<file path="src/rtl/uart_brk_tx_pkg.sv">
package uart_brk_tx_pkg;

    typedef enum logic [1:0] {
        FK_DATA  = 2'd0,
        FK_BREAK = 2'd1,
        FK_IDLE  = 2'd2
    } frame_kind_e;

    typedef enum logic [1:0] {
        SH_IDLE = 2'd0,
        SH_SEND = 2'd1,
        SH_MARK = 2'd2
    } shift_state_e;

endpackage

</file>
<file path="src/rtl/uart_brk_tx_slot.sv">
module uart_brk_tx_slot
    import uart_brk_tx_pkg::*;
#(
    parameter int WORD_W = 9
) (
    input  logic              clk,
    input  logic              rst_n,
    input  logic              wr_en,
    input  logic [WORD_W-1:0] wr_data,
    input  logic              brk_req,
    input  logic              pop,
    output logic              full,
    output frame_kind_e       kind,
    output logic [WORD_W-1:0] word
);

    typedef struct packed {
        logic              full;
        frame_kind_e       kind;
        logic [WORD_W-1:0] word;
    } slot_t;

    slot_t slot_d, slot_q;

    always_comb begin
        slot_d = slot_q;
        if (pop) begin
            slot_d.full = 1'b0;
        end
        if (wr_en) begin
            // write beats a break request and replaces a waiting break entry
            slot_d.full = 1'b1;
            slot_d.kind = FK_DATA;
            slot_d.word = wr_data;
        end else if (brk_req && (!slot_q.full || pop)) begin
            slot_d.full = 1'b1;
            slot_d.kind = FK_BREAK;
            slot_d.word = '0;
        end
    end

    always_ff @(posedge clk) begin
        if (!rst_n) begin
            slot_q.full <= 1'b0;
            slot_q.kind <= FK_DATA;
            slot_q.word <= '0;
        end else begin
            slot_q <= slot_d;
        end
    end

    assign full = slot_q.full;
    assign kind = slot_q.kind;
    assign word = slot_q.word;

    // a write always leaves a data entry in the slot
    a_r11_write_wins: assert property (@(posedge clk) disable iff (!rst_n)
        wr_en |=> (slot_q.full && slot_q.kind == FK_DATA));

endmodule

</file>
<file path="src/rtl/uart_brk_tx_frame.sv">
module uart_brk_tx_frame
    import uart_brk_tx_pkg::*;
#(
    parameter int DATA_W = 8
) (
    input  logic                  mode9,
    input  frame_kind_e           kind,
    input  logic [DATA_W:0]       word,
    output logic [DATA_W+2:0]     frame,
    output logic [$clog2(DATA_W+4)-1:0] len
);

    localparam int FRAME_MAX = DATA_W + 3;
    localparam int CNT_W     = $clog2(FRAME_MAX + 1);

    logic [FRAME_MAX-1:0] data_frame;

    assign data_frame[0] = 1'b0;
    for (genvar i = 0; i < DATA_W; i++) begin : g_data_bit
        assign data_frame[i+1] = word[i];
    end
    assign data_frame[DATA_W+1] = mode9 ? word[DATA_W] : 1'b1;
    assign data_frame[DATA_W+2] = 1'b1;

    always_comb begin
        len = mode9 ? CNT_W'(DATA_W + 3) : CNT_W'(DATA_W + 2);
        case (kind)
            FK_BREAK: frame = '0;
            FK_IDLE:  frame = '1;
            default:  frame = data_frame;
        endcase
    end

endmodule

</file>
<file path="src/rtl/uart_brk_tx_shift.sv">
module uart_brk_tx_shift
    import uart_brk_tx_pkg::*;
#(
    parameter int DATA_W = 8
) (
    input  logic                           clk,
    input  logic                           rst_n,
    input  logic                           tick,
    input  logic                           src_valid,
    input  frame_kind_e                    src_kind,
    input  logic [DATA_W+2:0]              src_frame,
    input  logic [$clog2(DATA_W+4)-1:0]    src_len,
    output logic                           take,
    output logic                           went_idle,
    output logic                           txd
);

    localparam int FRAME_MAX = DATA_W + 3;
    localparam int CNT_W     = $clog2(FRAME_MAX + 1);

    typedef struct packed {
        shift_state_e         state;
        frame_kind_e          kind;
        logic [FRAME_MAX-1:0] sr;
        logic [CNT_W-1:0]     cnt;
        logic [CNT_W-1:0]     len;
    } shift_t;

    shift_t sh_d, sh_q;
    logic   last_bit;
    logic   free;

    assign last_bit = (sh_q.state == SH_SEND) && (sh_q.cnt == sh_q.len - CNT_W'(1));

    always_comb begin
        sh_d      = sh_q;
        take      = 1'b0;
        went_idle = 1'b0;
        free      = 1'b0;
        if (tick) begin
            case (sh_q.state)
                SH_SEND: begin
                    if (last_bit) begin
                        // a break not chained to another break ends with a mark bit
                        if (sh_q.kind == FK_BREAK && !(src_valid && src_kind == FK_BREAK)) begin
                            sh_d.state = SH_MARK;
                        end else begin
                            free = 1'b1;
                        end
                    end else begin
                        sh_d.sr  = {1'b1, sh_q.sr[FRAME_MAX-1:1]};
                        sh_d.cnt = sh_q.cnt + CNT_W'(1);
                    end
                end
                default: free = 1'b1;
            endcase
            if (free) begin
                if (src_valid) begin
                    take       = 1'b1;
                    sh_d.state = SH_SEND;
                    sh_d.kind  = src_kind;
                    sh_d.sr    = src_frame;
                    sh_d.cnt   = '0;
                    sh_d.len   = src_len;
                end else if (sh_q.state != SH_IDLE) begin
                    sh_d.state = SH_IDLE;
                    went_idle  = 1'b1;
                end
            end
        end
    end

    always_ff @(posedge clk) begin
        if (!rst_n) begin
            sh_q.state <= SH_IDLE;
            sh_q.kind  <= FK_DATA;
            sh_q.sr    <= '1;
            sh_q.cnt   <= '0;
            sh_q.len   <= '0;
        end else begin
            sh_q <= sh_d;
        end
    end

    assign txd = (sh_q.state == SH_SEND) ? sh_q.sr[0] : 1'b1;

    // every bit of a break frame on the line is low
    a_r6_break_low: assert property (@(posedge clk) disable iff (!rst_n)
        (sh_q.state == SH_SEND && sh_q.kind == FK_BREAK) |-> !txd);

    // a data frame opens with a low start bit
    a_r2_start_low: assert property (@(posedge clk) disable iff (!rst_n)
        (sh_q.state == SH_SEND && sh_q.kind == FK_DATA && sh_q.cnt == '0) |-> !txd);

    // a data frame closes with a high stop bit
    a_r2_stop_high: assert property (@(posedge clk) disable iff (!rst_n)
        (sh_q.state == SH_SEND && sh_q.kind == FK_DATA && last_bit) |-> txd);

    // a frame in progress is never abandoned between ticks
    a_r7_no_truncate: assert property (@(posedge clk) disable iff (!rst_n)
        (sh_q.state == SH_SEND && !last_bit) |=> (sh_q.state == SH_SEND));

endmodule

</file>
<file path="src/rtl/uart_brk_tx.sv">
module uart_brk_tx
    import uart_brk_tx_pkg::*;
#(
    parameter int DATA_W = 8
) (
    input  logic              clk,
    input  logic              rst_n,
    input  logic              bit_tick,
    input  logic              tx_en,
    input  logic              mode9,
    input  logic              brk,
    input  logic              wr_en,
    input  logic [DATA_W:0]   wr_data,
    output logic              txd,
    output logic              buf_empty,
    output logic              tx_done
);

    localparam int WORD_W    = DATA_W + 1;
    localparam int FRAME_MAX = DATA_W + 3;
    localparam int CNT_W     = $clog2(FRAME_MAX + 1);

    typedef struct packed {
        logic en_prev;
        logic pend_idle;
        logic done;
    } ctl_t;

    ctl_t ctl_d, ctl_q;

    logic                 slot_full;
    frame_kind_e          slot_kind;
    logic [WORD_W-1:0]    slot_word;
    logic                 src_valid;
    frame_kind_e          src_kind;
    logic [FRAME_MAX-1:0] src_frame;
    logic [CNT_W-1:0]     src_len;
    logic                 take;
    logic                 went_idle;
    logic                 pop;

    assign src_valid = tx_en && (ctl_q.pend_idle || slot_full);
    assign src_kind  = ctl_q.pend_idle ? FK_IDLE : slot_kind;
    assign pop       = take && !ctl_q.pend_idle;

    uart_brk_tx_slot #(.WORD_W(WORD_W)) u_slot (
        .clk     (clk),
        .rst_n   (rst_n),
        .wr_en   (wr_en),
        .wr_data (wr_data),
        .brk_req (brk),
        .pop     (pop),
        .full    (slot_full),
        .kind    (slot_kind),
        .word    (slot_word)
    );

    uart_brk_tx_frame #(.DATA_W(DATA_W)) u_frame (
        .mode9 (mode9),
        .kind  (src_kind),
        .word  (slot_word),
        .frame (src_frame),
        .len   (src_len)
    );

    uart_brk_tx_shift #(.DATA_W(DATA_W)) u_shift (
        .clk       (clk),
        .rst_n     (rst_n),
        .tick      (bit_tick),
        .src_valid (src_valid),
        .src_kind  (src_kind),
        .src_frame (src_frame),
        .src_len   (src_len),
        .take      (take),
        .went_idle (went_idle),
        .txd       (txd)
    );

    always_comb begin
        ctl_d         = ctl_q;
        ctl_d.en_prev = tx_en;
        if (tx_en && !ctl_q.en_prev) begin
            ctl_d.pend_idle = 1'b1;
        end else if (take && ctl_q.pend_idle) begin
            ctl_d.pend_idle = 1'b0;
        end
        if (wr_en) begin
            ctl_d.done = 1'b0;
        end else if (went_idle && !slot_full) begin
            ctl_d.done = 1'b1;
        end
    end

    always_ff @(posedge clk) begin
        if (!rst_n) begin
            ctl_q.en_prev   <= 1'b0;
            ctl_q.pend_idle <= 1'b0;
            ctl_q.done      <= 1'b1;
        end else begin
            ctl_q <= ctl_d;
        end
    end

    assign buf_empty = !slot_full;
    assign tx_done   = ctl_q.done;

    // a slot handed to the shifter reads as free next cycle
    a_r3_empty_after_take: assert property (@(posedge clk) disable iff (!rst_n)
        (take && !ctl_q.pend_idle && !wr_en && !brk) |=> buf_empty);

    // a write always clears the completion flag
    a_r4_done_cleared: assert property (@(posedge clk) disable iff (!rst_n)
        wr_en |=> !tx_done);

    // nothing is loaded while disabled
    a_r10_hold_when_off: assert property (@(posedge clk) disable iff (!rst_n)
        !tx_en |-> !take);

    // an enable edge schedules the all-ones preamble
    a_r5_preamble_armed: assert property (@(posedge clk) disable iff (!rst_n)
        (tx_en && !ctl_q.en_prev) |=> ctl_q.pend_idle);

endmodule

</file>
<file path="config.mk">
export PLATFORM = sky130hd
export DESIGN_NAME = uart_brk_tx
export DESIGN_NICKNAME = d
export VERILOG_FILES = /design/src/rtl/uart_brk_tx_pkg.sv /design/src/rtl/uart_brk_tx_slot.sv /design/src/rtl/uart_brk_tx_frame.sv /design/src/rtl/uart_brk_tx_shift.sv /design/src/rtl/uart_brk_tx.sv
export SDC_FILE = /design/constraint.sdc
export NUM_CORES = 1
export LEC_CHECK = 0
export CAP_MARGIN = 20
export CORE_UTILIZATION = 45
export DETAILED_ROUTE_END_ITERATION = 8
export PLACE_DENSITY = 0.7
export SYNTH_ARGS = -nofsm -noshare
export SYNTH_HDL_FRONTEND = slang
export SYNTH_SLANG_ARGS = --single-unit
</file>
<file path="constraint.sdc">
create_clock -name clk -period 4.15 [get_ports clk]
set_input_delay 0.415 -clock clk [delete_from_list [all_inputs] [get_ports clk]]
set_output_delay 0.415 -clock clk [all_outputs]
set_load 0.02 [all_outputs]
</file>
==> results of run 1 <==
registers in the layout (all words and copies together) (netlist names):
name and count:
ctl_q 2, u_slot.word 9, u_shift.sh_q 21, u_slot.full 1, tx_done 1, u_slot.kind 1
logic make-up (layout without fill, tap and decap cells):
| group | after synthesis | count (layout) | share of synthesized area (%) |
|---|---|---|---|
| AO/OA/AOI/OAI | 54 | 54 | 28.8 |
| XOR/XNOR | 4 | 4 | 2.18 |
| flip-flops | 35 | 35 | 43.5 |
| buffers and inverters | 28 | 46 | 6.99 |
| multiplexers | 3 | 3 | 1.86 |
| AND/OR/NAND/NOR | 46 | 46 | 14.3 |
| adder cells (fa/ha/maj) | 3 | 3 | 2.33 |
worst max-delay path: stages (launching register included):
cell	delay, ns
dfxtp_1	0.39
inv_1	0.09
ha_1	0.31
xnor2_1	0.19
o41a_1	0.60
a2111oi_4	0.59
a222oi_1	0.17
cells in the mapped netlist (all sizes together) (2+ instances only):
master	n
xnor2	3
mux2i	3
nor2b	4
dfxtp	35
buf	2
a211oi	3
and2	2
o21a	2
nor2	7
nand2	20
o221a	2
nor3	3
o22ai	3
a22o	9
o31ai	2
a222oi	8
nand3	2
a31oi	2
clkbuf	6
a21oi	5
ha	3
o21ai	8
inv	20
routing by layer:
metal / up-vias / routed length (um)
met5: - / 0
met4: 0 / 75
met3: 8 / 127
met2: 31 / 1430
met1: 623 / 1700
li1: 677 / -
worst paths after layout:
| path | start | end | slack [ns] | depth (start not counted) |
|---|---|---|---|---|
| max | u_shift.sh_q[0]$_SDFFE_PN0P_ | u_shift.sh_q[12]$_SDFFE_PN1P_ | 1.67 | 6 |
| min | ctl_q[2]$_SDFF_PN0_ | ctl_q[1]$_SDFFE_PN0P_ | 0.44 | 1 |
| max reg2reg | u_shift.sh_q[0]$_SDFFE_PN0P_ | u_shift.sh_q[12]$_SDFFE_PN1P_ | 1.67 | 6 |
| min reg2reg | ctl_q[2]$_SDFF_PN0_ | ctl_q[1]$_SDFFE_PN0P_ | 0.44 | 1 |
layout by cell type, fill, tap and decap left out, types with 3 or more instances in the layout:
cell	netlist	layout
dfxtp_1	35	35
inv_1	20	20
nand2_1	20	20
clkdlybuf4s50_1	0	18
a22o_1	9	9
o21ai_0	8	8
a222oi_1	8	8
nor2_1	7	7
a21oi_1	5	5
clkbuf_4	0	5
nor2b_1	4	4
xnor2_1	3	3
o22ai_1	3	3
mux2i_1	3	3
ha_1	3	3
through the flow:
| step | cell area, um2 | util [%] | instances | setup slack (ns) |
|---|---|---|---|---|
| 2_1_floorplan | 1610 | - | 173 | 2.01 |
| 3_3_place_gp | 1810 | 53.4 | 229 | 1.70 |
| 3_5_place_dp | 1810 | 53.4 | 229 | 1.61 |
| 4_1_cts | 1900 | 56.0 | 237 | 1.67 |
| 5_1_grt | 1900 | 56.0 | 237 | 1.53 |
| 6_report | 1900 | 56.0 | 237 | 1.67 |
cell type report:
class	count	area [um2]	share of cell area (%)
repair buffers	18	180	9.50
inverters	20	75.1	3.96
clock buffers	6	51.3	2.70
well taps	46	57.6	3.03
multi-input cells	110	797	42.0
flip-flops and latches	35	701	36.9
clock inverters	2	35.0	1.85
power groups by stage:
stage | sequential [uW] | combinational, uW | clock (uW)
global route | 365 | 99.1 | 282
detailed placement | 370 | 90.3 | 0
floorplan | 367 | 61.9 | 0
global placement | 369 | 88.6 | 0
CTS | 362 | 90.9 | 264
finish | 362 | 90.9 | 259
==> flow_summary.html, run 1 <==
<table>
<tr><th>Metric</th><th>Value</th></tr>
<tr><th colspan="2">Timing</th></tr>
<tr><td>Relative slew slack</td><td>44.9%</td></tr>
<tr><td>Max Clock Freq</td><td>403 MHz</td></tr>
<tr><td>Final hold slack</td><td>0.436 ns</td></tr>
<tr><td>Shortest clock period the worst path allows after layout</td><td>2.48 ns</td></tr>
<tr><td>Final setup violating endpoints</td><td>0</td></tr>
<tr><td>Sum Neg Setup Slack</td><td>0 ns</td></tr>
<tr><td>Number of failing hold endpoints at the final stage</td><td>0</td></tr>
<tr><td>Skew final</td><td>0.0141 ns</td></tr>
<tr><td>RSZ-0062 raised after global routing</td><td>no</td></tr>
<tr><td>Post-route clock period utilization</td><td>59.9%</td></tr>
<tr><td>Max-slew violation count</td><td>0</td></tr>
<tr><td>Worst Tran Pin Value</td><td>0.823 ns</td></tr>
<tr><th colspan="2">Synthesis</th></tr>
<tr><td>Gate count after technology mapping</td><td>173</td></tr>
<tr><td>Netlist cell types</td><td>45</td></tr>
<tr><td>Top FF cell, synth</td><td>dfxtp_1</td></tr>
<tr><td>Synth warnings</td><td>0</td></tr>
<tr><td>Cell types with the largest area share after synthesis</td><td>dfxtp_1 (44%), a222oi_1 (5.0%), a22o_1 (4.9%)</td></tr>
<tr><td>Area share of the largest cell type after synthesis</td><td>43.5%</td></tr>
<tr><td>Netlist Area Pre-Place</td><td>0.00161 mm2</td></tr>
<tr><td>Post-synth EDFFs</td><td>0</td></tr>
<tr><td>Post-synthesis sequential element count</td><td>35</td></tr>
<tr><td>Share of synthesized flip-flops with an asynchronous set or reset</td><td>0%</td></tr>
<tr><td>Share of the yosys chip area belonging to registers</td><td>43.5%</td></tr>
<tr><td>Mean post-synth cell area</td><td>9.31 um2</td></tr>
<tr><td>Cell type with the largest total area after synthesis</td><td>dfxtp_1</td></tr>
<tr><td>Mapped Nets</td><td>192</td></tr>
<tr><th colspan="2">Floorplan</th></tr>
<tr><td>Floorplan die area</td><td>0.00382 mm2</td></tr>
<tr><td>Io pins</td><td>19</td></tr>
<tr><td>Overall die height</td><td>61.8 um</td></tr>
<tr><td>Die outline width</td><td>61.8 um</td></tr>
<tr><td>Starting utilization of the core area</td><td>47.5%</td></tr>
<tr><td>Row count</td><td>21</td></tr>
<tr><td>Area inside the core boundary</td><td>0.00339 mm2</td></tr>
<tr><th colspan="2">Pwr</th></tr>
<tr><td>Fraction of power consumed by sequential logic</td><td>50.9%</td></tr>
<tr><td>Peak supply drop</td><td>0.310 mV</td></tr>
<tr><td>Clock power frac</td><td>36.3%</td></tr>
<tr><td>Reported leakage power</td><td>0.000782 uW</td></tr>
<tr><td>Internal power</td><td>534 uW</td></tr>
<tr><td>Overall power after layout</td><td>712 uW</td></tr>
<tr><td>Power density cells</td><td>375 mW/mm2</td></tr>
<tr><td>Comb pwr share</td><td>12.8%</td></tr>
<tr><td>Reported net switching power</td><td>178 uW</td></tr>
<tr><td>Net switching share of the total power</td><td>25.0%</td></tr>
<tr><th colspan="2">Critical path</th></tr>
<tr><td>Data required time of the critical path</td><td>4.35 ns</td></tr>
<tr><td>Critical Path Start Type</td><td>register</td></tr>
<tr><td>Peak fanout along the critical path</td><td>10</td></tr>
<tr><td>Crit Path Class</td><td>reg2reg</td></tr>
<tr><td>Crit end category</td><td>register</td></tr>
<tr><td>WP data arrival</td><td>2.68 ns</td></tr>
<tr><th colspan="2">GRT</th></tr>
<tr><td>Met1 track demand over resource in global routing</td><td>28.1%</td></tr>
<tr><td>Antenna violations before repair</td><td>0</td></tr>
<tr><td>Pin count of the biggest net entering global routing</td><td>21</td></tr>
<tr><td>Number of global-route vias before repair</td><td>1,176</td></tr>
<tr><td>Grt peak-use layer</td><td>met2</td></tr>
<tr><td>Overall global routing resource usage</td><td>20.2%</td></tr>
<tr><td>Total global routing overflow</td><td>0</td></tr>
<tr><td>Met2 track utilization from global routing</td><td>28.7%</td></tr>
<tr><td>Met3 usage</td><td>4.35%</td></tr>
<tr><td>Global-route wire length before repair</td><td>5490 um</td></tr>
<tr><th colspan="2">Clock tree</th></tr>
<tr><td>Clock buffer count from CTS</td><td>5</td></tr>
<tr><td>CTS hold repair buffers</td><td>0</td></tr>
<tr><td>Gates resized, CTS repair</td><td>0</td></tr>
<tr><td>Number of post-CTS setup repair buffers</td><td>0</td></tr>
<tr><td>Number of sinks handled by clock tree synthesis</td><td>35</td></tr>
<tr><td>Max clock buf depth</td><td>2</td></tr>
<tr><td>Clock slew seen by the registers of the worst setup and hold paths</td><td>0.11 ns</td></tr>
<tr><td>Source-to-sink clock delay at the later pin of the worst-skew pair</td><td>0.35 ns</td></tr>
<tr><td>Clock tree from TritonCTS</td><td>done</td></tr>
<tr><td>H-tree lvl count</td><td>2</td></tr>
<tr><td>CTS Root Cell</td><td>clkbuf_4</td></tr>
<tr><th colspan="2">Cells and area</th></tr>
<tr><td>Layout cells sized above 1</td><td>7.85%</td></tr>
<tr><td>Final net count</td><td>209</td></tr>
<tr><td>Fill count</td><td>300</td></tr>
<tr><td>Number of antenna repair diodes</td><td>0</td></tr>
<tr><td>Area growth from synthesis to layout</td><td>17.8%</td></tr>
<tr><th colspan="2">Routing</th></tr>
<tr><td>Number of design rule violations left after detail routing</td><td>0</td></tr>
<tr><td>Detail-routed net length per standard cell</td><td>14.1 um</td></tr>
<tr><td>Router iterations before antenna repair</td><td>5</td></tr>
<tr><td>Iteration-0 DRC count of the detailed router</td><td>94</td></tr>
<tr><td>Final routed wirelength across all metal layers</td><td>3330 um</td></tr>
<tr><td>Via count normalized by instance count</td><td>5.65</td></tr>
<tr><td>Final antenna-violating net count</td><td>0</td></tr>
<tr><td>Overall via count from detail_route</td><td>1,339</td></tr>
<tr><th colspan="2">Flow run</th></tr>
<tr><td>Number of maximum-capacitance violations</td><td>0</td></tr>
<tr><th colspan="2">Run status</th></tr>
<tr><td>Outcome</td><td>finished clean</td></tr>
<tr><th colspan="2">Place</th></tr>
<tr><td>I/O Buffers</td><td>18</td></tr>
<tr><td>HPWL Detailed</td><td>2390 um</td></tr>
<tr><td>Routability Congestion</td><td>0.867</td></tr>
<tr><th colspan="2">Hold path</th></tr>
<tr><td>Type of the most critical hold path</td><td>reg2reg</td></tr>
</table>
Power figures use the tool's default switching activity.
==> run 2, diff against run 1 <==
--- a/config.mk
+++ b/config.mk
@@ -8,7 +8,7 @@
 export CAP_MARGIN = 20
 export CORE_UTILIZATION = 45
 export DETAILED_ROUTE_END_ITERATION = 8
-export PLACE_DENSITY = 0.7
+export PLACE_DENSITY = 0.73
 export SYNTH_ARGS = -nofsm -noshare
 export SYNTH_HDL_FRONTEND = slang
 export SYNTH_SLANG_ARGS = --single-unit
==> constraint.sdc (replaced) <==
create_clock -name clk -period 2.2 [get_ports clk]
set_input_delay 0.22 -clock clk [delete_from_list [all_inputs] [get_ports clk]]
set_output_delay 0.22 -clock clk [all_outputs]
set_load 0.02 [all_outputs]
==> run 2 against run 1 <==
Compared with the run above:
- largest power group unchanged
- non-clock buffer count grew 16
- power is 87% higher
- largest cell class unchanged
- sequential cell count unchanged
- core utilization is 4.1 points higher
- highest routed layer unchanged
- fmax rose by 18%
- cell count is 6.3% higher
==> flow_summary.html, run 2 (synthesis results as in run 1) <==
<table>
<tr><th>Metric</th><th>Value</th></tr>
<tr><th colspan="2">Run status</th></tr>
<tr><td>Outcome</td><td>finished clean</td></tr>
<tr><th colspan="2">Cells and area</th></tr>
<tr><td>Number of antenna repair diodes</td><td>0 (unchanged)</td></tr>
<tr><td>Post-layout instance area</td><td>0.00203 mm2 (+7.3%)</td></tr>
<tr><td>Commonest non-fill, non-tap cells in the layout</td><td>dfxtp_1 (34), nand2_1 (20), inv_1 (19)</td></tr>
<tr><td>Area growth from synthesis to layout</td><td>26.3%</td></tr>
<tr><td>Final net count</td><td>225 (+7.7%)</td></tr>
<tr><td>Number of flip-flops in the largest register</td><td>21 (unchanged)</td></tr>
<tr><td>Most common cell after layout, fill and taps aside</td><td>dfxtp_1</td></tr>
<tr><td>Layout cells sized above 1</td><td>17.0% (+9.1 points)</td></tr>
<tr><td>Register ranked first by flip-flop count</td><td>u_shift.sh_q</td></tr>
<tr><td>Largest regs</td><td>u_shift.sh_q (21), u_slot.word (9), ctl_q (2)</td></tr>
<tr><th colspan="2">GRT</th></tr>
<tr><td>Total global routing overflow</td><td>0 (unchanged)</td></tr>
<tr><td>Global-route wire length before repair</td><td>6070 um (+11%)</td></tr>
<tr><td>Antenna violations before repair</td><td>0 (unchanged)</td></tr>
<tr><td>Number of global-route vias before repair</td><td>1,344 (+14%)</td></tr>
<tr><td>Overall global routing resource usage</td><td>22.3% (+2.1 points)</td></tr>
<tr><td>Pin count of the biggest net entering global routing</td><td>12 (-43%)</td></tr>
<tr><th colspan="2">Timing</th></tr>
<tr><td>Sum Neg Setup Slack</td><td>0 ns (unchanged)</td></tr>
<tr><td>Max-slew violation count</td><td>0 (unchanged)</td></tr>
<tr><td>Post-route clock period utilization</td><td>95.8% (+36 points)</td></tr>
<tr><td>Final hold slack</td><td>0.443 ns (+0.00616 ns)</td></tr>
<tr><td>Shortest clock period the worst path allows after layout</td><td>2.11 ns (-0.378 ns)</td></tr>
<tr><td>Relative slew slack</td><td>49.1% (+4.2 points)</td></tr>
<tr><td>Worst Tran Pin Value</td><td>0.760 ns (-0.0630 ns)</td></tr>
<tr><td>Max Clock Freq</td><td>475 MHz (+18%)</td></tr>
<tr><td>Skew final</td><td>0.0135 ns (-0.000618 ns)</td></tr>
<tr><td>Final setup violating endpoints</td><td>0 (unchanged)</td></tr>
<tr><td>Number of failing hold endpoints at the final stage</td><td>0 (unchanged)</td></tr>
<tr><th colspan="2">Critical path</th></tr>
<tr><td>Peak fanout along the critical path</td><td>5 (-5)</td></tr>
<tr><td>Crit end category</td><td>register</td></tr>
<tr><td>Crit Path Class</td><td>reg2reg</td></tr>
<tr><td>WP data arrival</td><td>2.40 ns (-0.28 ns)</td></tr>
<tr><td>Critical Path Start Type</td><td>register</td></tr>
<tr><td>Data required time of the critical path</td><td>2.49 ns (-1.86 ns)</td></tr>
<tr><th colspan="2">Place</th></tr>
<tr><td>I/O Buffers</td><td>18 (unchanged)</td></tr>
<tr><td>HPWL Detailed</td><td>2740 um (+15%)</td></tr>
<tr><td>Routability Congestion</td><td>0.932 (+7.4%)</td></tr>
<tr><td>Placed Instance Area</td><td>0.00189 mm2 (+4.6%)</td></tr>
<tr><th colspan="2">Routing</th></tr>
<tr><td>Detail-routed net length per standard cell</td><td>15.0 um (+6.7%)</td></tr>
<tr><td>Final routed wirelength across all metal layers</td><td>3780 um (+13%)</td></tr>
<tr><td>Final antenna-violating net count</td><td>0 (unchanged)</td></tr>
<tr><td>Router iterations before antenna repair</td><td>7 (+2)</td></tr>
<tr><td>Via count normalized by instance count</td><td>5.82 (+3.0%)</td></tr>
<tr><td>Number of design rule violations left after detail routing</td><td>0 (unchanged)</td></tr>
<tr><td>Iteration-0 DRC count of the detailed router</td><td>114 (+21%)</td></tr>
<tr><td>Overall via count from detail_route</td><td>1,467 (+9.6%)</td></tr>
<tr><th colspan="2">Floorplan</th></tr>
<tr><td>Starting utilization of the core area</td><td>47.5% (unchanged)</td></tr>
<tr><td>Area inside the core boundary</td><td>0.00339 mm2 (unchanged)</td></tr>
<tr><td>Row count</td><td>21 (unchanged)</td></tr>
<tr><td>Io pins</td><td>19 (unchanged)</td></tr>
<tr><td>Die outline width</td><td>61.8 um (unchanged)</td></tr>
<tr><td>Floorplan die area</td><td>0.00382 mm2 (unchanged)</td></tr>
<tr><td>Overall die height</td><td>61.8 um (unchanged)</td></tr>
<tr><th colspan="2">Clock tree</th></tr>
<tr><td>Number of sinks handled by clock tree synthesis</td><td>35 (unchanged)</td></tr>
<tr><td>Source-to-sink clock delay at the later pin of the worst-skew pair</td><td>0.34 ns (about the same)</td></tr>
<tr><td>Max clock buf depth</td><td>2 (unchanged)</td></tr>
<tr><td>Clock buffer count from CTS</td><td>5 (unchanged)</td></tr>
<tr><td>Clock slew seen by the registers of the worst setup and hold paths</td><td>0.10 ns (about the same)</td></tr>
<tr><td>Clock tree from TritonCTS</td><td>done</td></tr>
<tr><td>CTS Root Cell</td><td>clkbuf_4</td></tr>
<tr><td>CTS hold repair buffers</td><td>0 (unchanged)</td></tr>
<tr><td>H-tree lvl count</td><td>2 (unchanged)</td></tr>
<tr><th colspan="2">Hold path</th></tr>
<tr><td>Type of the most critical hold path</td><td>reg2reg</td></tr>
<tr><th colspan="2">Flow run</th></tr>
<tr><td>Number of maximum-capacitance violations</td><td>0 (unchanged)</td></tr>
<tr><th colspan="2">Pwr</th></tr>
<tr><td>Power density cells</td><td>655 mW/mm2 (+75%)</td></tr>
<tr><td>Reported leakage power</td><td>0.000852 uW (+9.0%)</td></tr>
<tr><td>Peak supply drop</td><td>0.441 mV (+42%)</td></tr>
</table>
run 2: power breakdown:
| part | internal, uW | switching (uW) | leakage [uW] | total (uW) |
|---|---|---|---|---|
| registers | 664 | 21.0 | 0.000287 | 685 |
| logic | 102 | 106 | 0.000526 | 208 |
| clock network | 234 | 206 | 0.0000383 | 440 |
run 2: repair_timing:
action | in CTS | in global routing
endpoints found under the setup margin | 13 | 24
pin swaps | 1 | 4
resized for setup | 2 | 7
buffers inserted | 0 | 3
gates cloned | 0 | 2
run 2: cell type report:
class | count | area [um2]
clock inverters | 1 | 30.0
repair buffers | 34 | 295
multi-input cells | 110 | 833
well taps | 46 | 57.6
inverters | 20 | 75.1
clock buffers | 6 | 41.3
flip-flops and latches | 35 | 702
fillers | 292 | 1360
run 2: stage by stage:
stage	total power, uW	util [%]	cells	setup slack [ns]
finish	1330	60.0	252	0.0935
global route	1390	60.0	252	-0.00367
CTS	1330	58.4	247	0.00756
detailed placement	888	55.9	240	-0.0656
global placement	881	55.9	240	-0.0281
floorplan	809	-	173	0.0625
run 2: path summary, 6_finish.rpt:
check / startpoint / slack [ns] / to / depth (start not counted)
max: u_shift.sh_q[0]$_SDFFE_PN0P_ / 0.09 / u_shift.sh_q[7]$_SDFFE_PN0P_ / 8
min: ctl_q[2]$_SDFF_PN0_ / 0.44 / ctl_q[1]$_SDFFE_PN0P_ / 1
max reg2reg: u_shift.sh_q[0]$_SDFFE_PN0P_ / 0.09 / u_shift.sh_q[7]$_SDFFE_PN0P_ / 8
min reg2reg: ctl_q[2]$_SDFF_PN0_ / 0.44 / ctl_q[1]$_SDFFE_PN0P_ / 1
run 2: critical path, stage by stage (launching register included):
cell and delay, ns:
dfxtp_2 0.38, inv_2 0.06, ha_4 0.24, xnor2_2 0.17, o41a_1 0.43, buf_4 0.17, buf_4 0.15, a211oi_1 0.31
o21a_1 0.14
run 2: routing by layer:
metal | GRT usage [%] | wire length [um] | vias up
met2 | 34.4 | 1830 | 61
met1 | 29.1 | 1650 | 690
li1 | - | - | 710
met4 | 10.8 | 47 | 0
met3 | 5.59 | 258 | 6
met5 | 0 | 0 | -
==> run 3, diff against run 2 <==
--- a/config.mk
+++ b/config.mk
@@ -5,6 +5,7 @@
 export SDC_FILE = /design/constraint.sdc
 export NUM_CORES = 1
 export LEC_CHECK = 0
+export ABC_AREA = 1
 export CAP_MARGIN = 20
 export CORE_UTILIZATION = 45
 export DETAILED_ROUTE_END_ITERATION = 8
==> run 3 against run 2 <==
Compared with the run above:
- critical path depth is 5 higher
- cell count increased by 24%
- clock power increased by 4%
- sequential share of layout area increased by 0.56 points
- non-clock buffer count down 13
- combinational power grew 13%
- synthesized cell count is 45% higher
- sequential power increased by 2%
- power increased by 4.7%
- critical path type unchanged
- critical endpoint is now u_shift.sh_q[19]$_SDFFE_PN0P_
==> flow_summary.html, run 3 <==
<table>
<tr><th>Metric</th><th>Value</th></tr>
<tr><th colspan="2">Cells and area</th></tr>
<tr><td>Largest regs</td><td>u_shift.sh_q (21), u_slot.word (9), ctl_q (2)</td></tr>
<tr><td>Post-layout instance area</td><td>0.00200 mm2 (-1.8%)</td></tr>
<tr><td>Number of flip-flops in the largest register</td><td>21 (unchanged)</td></tr>
<tr><td>Number of antenna repair diodes</td><td>0 (unchanged)</td></tr>
<tr><td>Commonest non-fill, non-tap cells in the layout</td><td>nand2_1 (82), dfxtp_1 (35), nand3_1 (29)</td></tr>
<tr><td>Combined area of the multi-input logic cells</td><td>852 um2 (+2.3%)</td></tr>
<tr><td>Most common cell after layout, fill and taps aside</td><td>nand2_1</td></tr>
<tr><td>Final net count</td><td>285 (+27%)</td></tr>
<tr><td>Fill count</td><td>332 (+14%)</td></tr>
<tr><td>Register ranked first by flip-flop count</td><td>u_shift.sh_q</td></tr>
<tr><td>Area growth from synthesis to layout</td><td>17.3%</td></tr>
<tr><td>Register area</td><td>701 um2 (-0.18%)</td></tr>
<tr><td>Layout cells sized above 1</td><td>7.89% (-9.1 points)</td></tr>
<tr><td>Cell Count, Final, Fillers Out</td><td>312 (+24%)</td></tr>
<tr><th colspan="2">Routing</th></tr>
<tr><td>Final routed wirelength across all metal layers</td><td>3440 um (-9.0%)</td></tr>
<tr><td>Iteration-0 DRC count of the detailed router</td><td>60 (-47%)</td></tr>
<tr><td>Final antenna-violating net count</td><td>0 (unchanged)</td></tr>
<tr><td>Detail-routed net length per standard cell</td><td>11.0 um (-26%)</td></tr>
<tr><td>Router iterations before antenna repair</td><td>4 (-3)</td></tr>
<tr><td>Number of design rule violations left after detail routing</td><td>0 (unchanged)</td></tr>
<tr><td>Overall via count from detail_route</td><td>1,531 (+4.4%)</td></tr>
<tr><td>Via count normalized by instance count</td><td>4.91 (-16%)</td></tr>
<tr><th colspan="2">GRT</th></tr>
<tr><td>Pin count of the biggest net entering global routing</td><td>22 (+10)</td></tr>
<tr><td>Number of global-route vias before repair</td><td>1,314 (-2.2%)</td></tr>
<tr><td>Total global routing overflow</td><td>0 (unchanged)</td></tr>
<tr><td>Antenna violations before repair</td><td>0 (unchanged)</td></tr>
<tr><td>Global-route wire length before repair</td><td>5890 um (-3.0%)</td></tr>
<tr><td>Overall global routing resource usage</td><td>18.3% (-4.0 points)</td></tr>
<tr><th colspan="2">Critical path</th></tr>
<tr><td>Crit path max-delay family</td><td>simple AND/OR/NAND/NOR gates</td></tr>
<tr><td>Cells along the critical path</td><td>inv_1 -&gt; ha_1 -&gt; nand2_1 -&gt; nand2_1 -&gt; nor2_1 -&gt; nand2_1 -&gt; nand2_4 -&gt; nand3_4 -&gt; inv_2 -&gt; nand2_2 -&gt; or2_1 -&gt; nand2_1 -&gt; a21oi_1</td></tr>
<tr><td>Worst Path Buf+Inv</td><td>2 (-1)</td></tr>
<tr><td>Most frequent cell on the critical path</td><td>nand2_1</td></tr>
<tr><td>Crit Path Class</td><td>reg2reg</td></tr>
<tr><td>WP data arrival</td><td>2.20 ns (-0.20 ns)</td></tr>
<tr><td>Peak fanout along the critical path</td><td>15 (+10)</td></tr>
<tr><td>Crit path largest cell delay</td><td>0.35 ns (-0.08 ns)</td></tr>
<tr><td>Crit end category</td><td>register</td></tr>
<tr><td>Critical-path top delay cell</td><td>dfxtp_1</td></tr>
<tr><td>Data required time of the critical path</td><td>2.37 ns (-0.12 ns)</td></tr>
<tr><td>Critical Path Start Type</td><td>register</td></tr>
<tr><th colspan="2">Floorplan</th></tr>
<tr><td>Starting utilization of the core area</td><td>49.1% (+1.6 points)</td></tr>
<tr><td>Io pins</td><td>19 (unchanged)</td></tr>
<tr><td>Area inside the core boundary</td><td>0.00347 mm2 (+2.3%)</td></tr>
<tr><td>Die outline width</td><td>63.5 um (+2.7%)</td></tr>
<tr><td>Overall die height</td><td>63.5 um (+2.7%)</td></tr>
<tr><td>Row count</td><td>21 (unchanged)</td></tr>
<tr><td>Floorplan die area</td><td>0.00403 mm2 (+5.6%)</td></tr>
<tr><th colspan="2">Place</th></tr>
<tr><td>I/O Buffers</td><td>18 (unchanged)</td></tr>
<tr><td>Placed Instance Area</td><td>0.00191 mm2 (+0.66%)</td></tr>
<tr><td>Number of placed instances, taps included</td><td>305 (+27%)</td></tr>
<tr><td>Routability Congestion</td><td>0.888 (-4.7%)</td></tr>
<tr><td>HPWL Detailed</td><td>2370 um (-13%)</td></tr>
<tr><th colspan="2">Timing</th></tr>
<tr><td>Final setup violating endpoints</td><td>0 (unchanged)</td></tr>
<tr><td>Number of failing hold endpoints at the final stage</td><td>0 (unchanged)</td></tr>
<tr><td>Relative slew slack</td><td>53.1% (+4.0 points)</td></tr>
<tr><td>Skew final</td><td>0.00379 ns (-0.00971 ns)</td></tr>
<tr><td>Shortest clock period the worst path allows after layout</td><td>2.03 ns (-0.0729 ns)</td></tr>
<tr><td>Post-route clock period utilization</td><td>92.4% (-3.3 points)</td></tr>
<tr><td>Max-slew violation count</td><td>0 (unchanged)</td></tr>
<tr><td>Worst Tran Pin Value</td><td>0.703 ns (-0.0575 ns)</td></tr>
<tr><td>Max Clock Freq</td><td>492 MHz (+3.6%)</td></tr>
<tr><th colspan="2">Clock tree</th></tr>
<tr><td>H-tree lvl count</td><td>2 (unchanged)</td></tr>
<tr><td>Max clock buf depth</td><td>2 (unchanged)</td></tr>
<tr><td>Number of post-CTS setup repair buffers</td><td>0 (unchanged)</td></tr>
<tr><td>Clock tree from TritonCTS</td><td>done</td></tr>
<tr><td>Clock buffer count from CTS</td><td>5 (unchanged)</td></tr>
<tr><td>CTS hold repair buffers</td><td>0 (unchanged)</td></tr>
<tr><td>Number of sinks handled by clock tree synthesis</td><td>35 (unchanged)</td></tr>
<tr><td>Source-to-sink clock delay at the later pin of the worst-skew pair</td><td>0.28 ns (-0.06 ns)</td></tr>
<tr><td>CTS Root Cell</td><td>clkbuf_8</td></tr>
<tr><td>Clock slew seen by the registers of the worst setup and hold paths</td><td>0.07 ns (-0.03 ns)</td></tr>
<tr><th colspan="2">Synthesis</th></tr>
<tr><td>Synth warnings</td><td>0 (unchanged)</td></tr>
<tr><td>Netlist cell types</td><td>24 (-47%)</td></tr>
<tr><td>Area share of the largest cell type after synthesis</td><td>41.1% (-2.4 points)</td></tr>
<tr><td>List of most frequent post-synthesis cells</td><td>nand2_1 (82), dfxtp_1 (35), nand3_1 (29)</td></tr>
<tr><td>Mean post-synth cell area</td><td>6.81 um2 (-27%)</td></tr>
<tr><td>Cell type with the largest total area after synthesis</td><td>dfxtp_1</td></tr>
<tr><td>Share of synthesized flip-flops with an asynchronous set or reset</td><td>0% (unchanged)</td></tr>
<tr><td>Library cell with the highest instance count after synthesis</td><td>nand2_1</td></tr>
<tr><td>Gate count after technology mapping</td><td>250 (+45%)</td></tr>
<tr><td>Cell types with the largest area share after synthesis</td><td>dfxtp_1 (41%), nand2_1 (18%), nand3_1 (8.5%)</td></tr>
<tr><td>Netlist Area Pre-Place</td><td>0.00170 mm2 (+5.7%)</td></tr>
<tr><td>Mapped Nets</td><td>269 (+40%)</td></tr>
<tr><td>Post-synth EDFFs</td><td>0 (unchanged)</td></tr>
<tr><td>Post-synthesis sequential element count</td><td>35 (unchanged)</td></tr>
<tr><td>Top FF cell, synth</td><td>dfxtp_1</td></tr>
<tr><td>Share of the yosys chip area belonging to registers</td><td>41.1% (-2.4 points)</td></tr>
<tr><th colspan="2">Pwr</th></tr>
<tr><td>Reported leakage power</td><td>0.000891 uW (+4.6%)</td></tr>
<tr><td>Power density cells</td><td>698 mW/mm2 (+6.6%)</td></tr>
<tr><td>Peak supply drop</td><td>0.612 mV (+39%)</td></tr>
<tr><th colspan="2">Hold path</th></tr>
<tr><td>Type of the most critical hold path</td><td>reg2reg</td></tr>
<tr><th colspan="2">Run status</th></tr>
<tr><td>Outcome</td><td>finished clean</td></tr>
<tr><th colspan="2">Flow run</th></tr>
<tr><td>Number of maximum-capacitance violations</td><td>0 (unchanged)</td></tr>
</table>
-- run 3: cell types whose count changed in the layout (fill, tap and decap cells not counted), sizes merged, moves of 4 or more --
| cell | previous run | this run |
|---|---|---|
| o21ai | 8 | 12 |
| a21oi | 5 | 26 |
| nand3 | 2 | 30 |
| inv | 20 | 26 |
| buf | 16 | 3 |
| a222oi | 8 | 0 |
| nor2b | 4 | 0 |
| a22o | 9 | 0 |
| nand2 | 20 | 86 |
-- run 3: final timing paths --
check                                     from                       endpoint  slack [ns]  depth (start not counted)
setup / recovery  u_shift.sh_q[0]$_SDFFE_PN0P_  u_shift.sh_q[19]$_SDFFE_PN0P_        0.17                         13
hold / removal             ctl_q[2]$_SDFF_PN0_          ctl_q[1]$_SDFFE_PN0P_        0.44                          1
setup reg to reg  u_shift.sh_q[0]$_SDFFE_PN0P_  u_shift.sh_q[19]$_SDFFE_PN0P_        0.17                         13
hold reg to reg            ctl_q[2]$_SDFF_PN0_          ctl_q[1]$_SDFFE_PN0P_        0.44                          1
-- run 3: worst reg2reg max path: stages (launching register included) --
cell and delay, ns:
dfxtp_1 0.35, inv_1 0.08, ha_1 0.31, nand2_1 0.08, nand2_1 0.05, nor2_1 0.10
nand2_1 0.11, nand2_4 0.18, nand3_4 0.12, inv_2 0.10, nand2_2 0.10, or2_1 0.24
nand2_1 0.06, a21oi_1 0.04
-- run 3: report_power, final --
group	internal (uW)	total [uW]	switching, uW
clock	245	459	213
combinational	98.8	235	136
sequential	675	702	27.6
total	1020	1400	377
-- run 3: kinds of logic (layout without fill, tap and decap cells) --
kind of cell	Yosys count	count (layout)	share of synthesized area, %
AOI/OAI and AO/OA	40	40	12.3
xor gates and xnor gates	3	3	1.54
adders and majority gates	3	3	2.20
buffers and inverters	38	54	9.11
DFF	35	35	41.1
and+or+nand+nor	131	131	33.7
-- run 3: routing by layer --
metal,vias to the layer above,wire [um],GRT usage (%)
li1,824,-,-
met1,677,1770,25.4
met2,28,1520,26.7
met3,2,121,4.89
met4,0,36,6.82
met5,-,0,0
-- run 3: timing repair --
| item | CTS | global route |
|---|---|---|
| endpoints found under the setup margin | 0 | 1 |
| endpoints found under the hold margin | 0 | 0 |
| gates resized for setup | 0 | 1 |
-- run 3: stage by stage --
stage	hold WS (ns)	utilization [%]	setup WS [ns]	TNS, ns	power, uW
3_5_place_dp	0.441	54.9	0.220	0	947
6_report	0.437	57.6	0.166	0	1400
3_3_place_gp	0.413	54.9	0.265	0	944
4_1_cts	0.447	57.5	0.204	0	1400
2_1_floorplan	0.331	-	0.485	0	877
5_1_grt	0.457	57.6	-0.00526	-0.00526	1480
-- run 3: cell type report --
class / count / share of cell area [%]
Timing Repair Buffer: 21 / 10.1
Tap cell: 46 / 2.88
Sequential cell: 35 / 35.1
Inverter: 26 / 4.88
Clock inverter: 1 / 0.250
Clock buffer: 6 / 4.13
Multi-Input combinational cell: 177 / 42.6
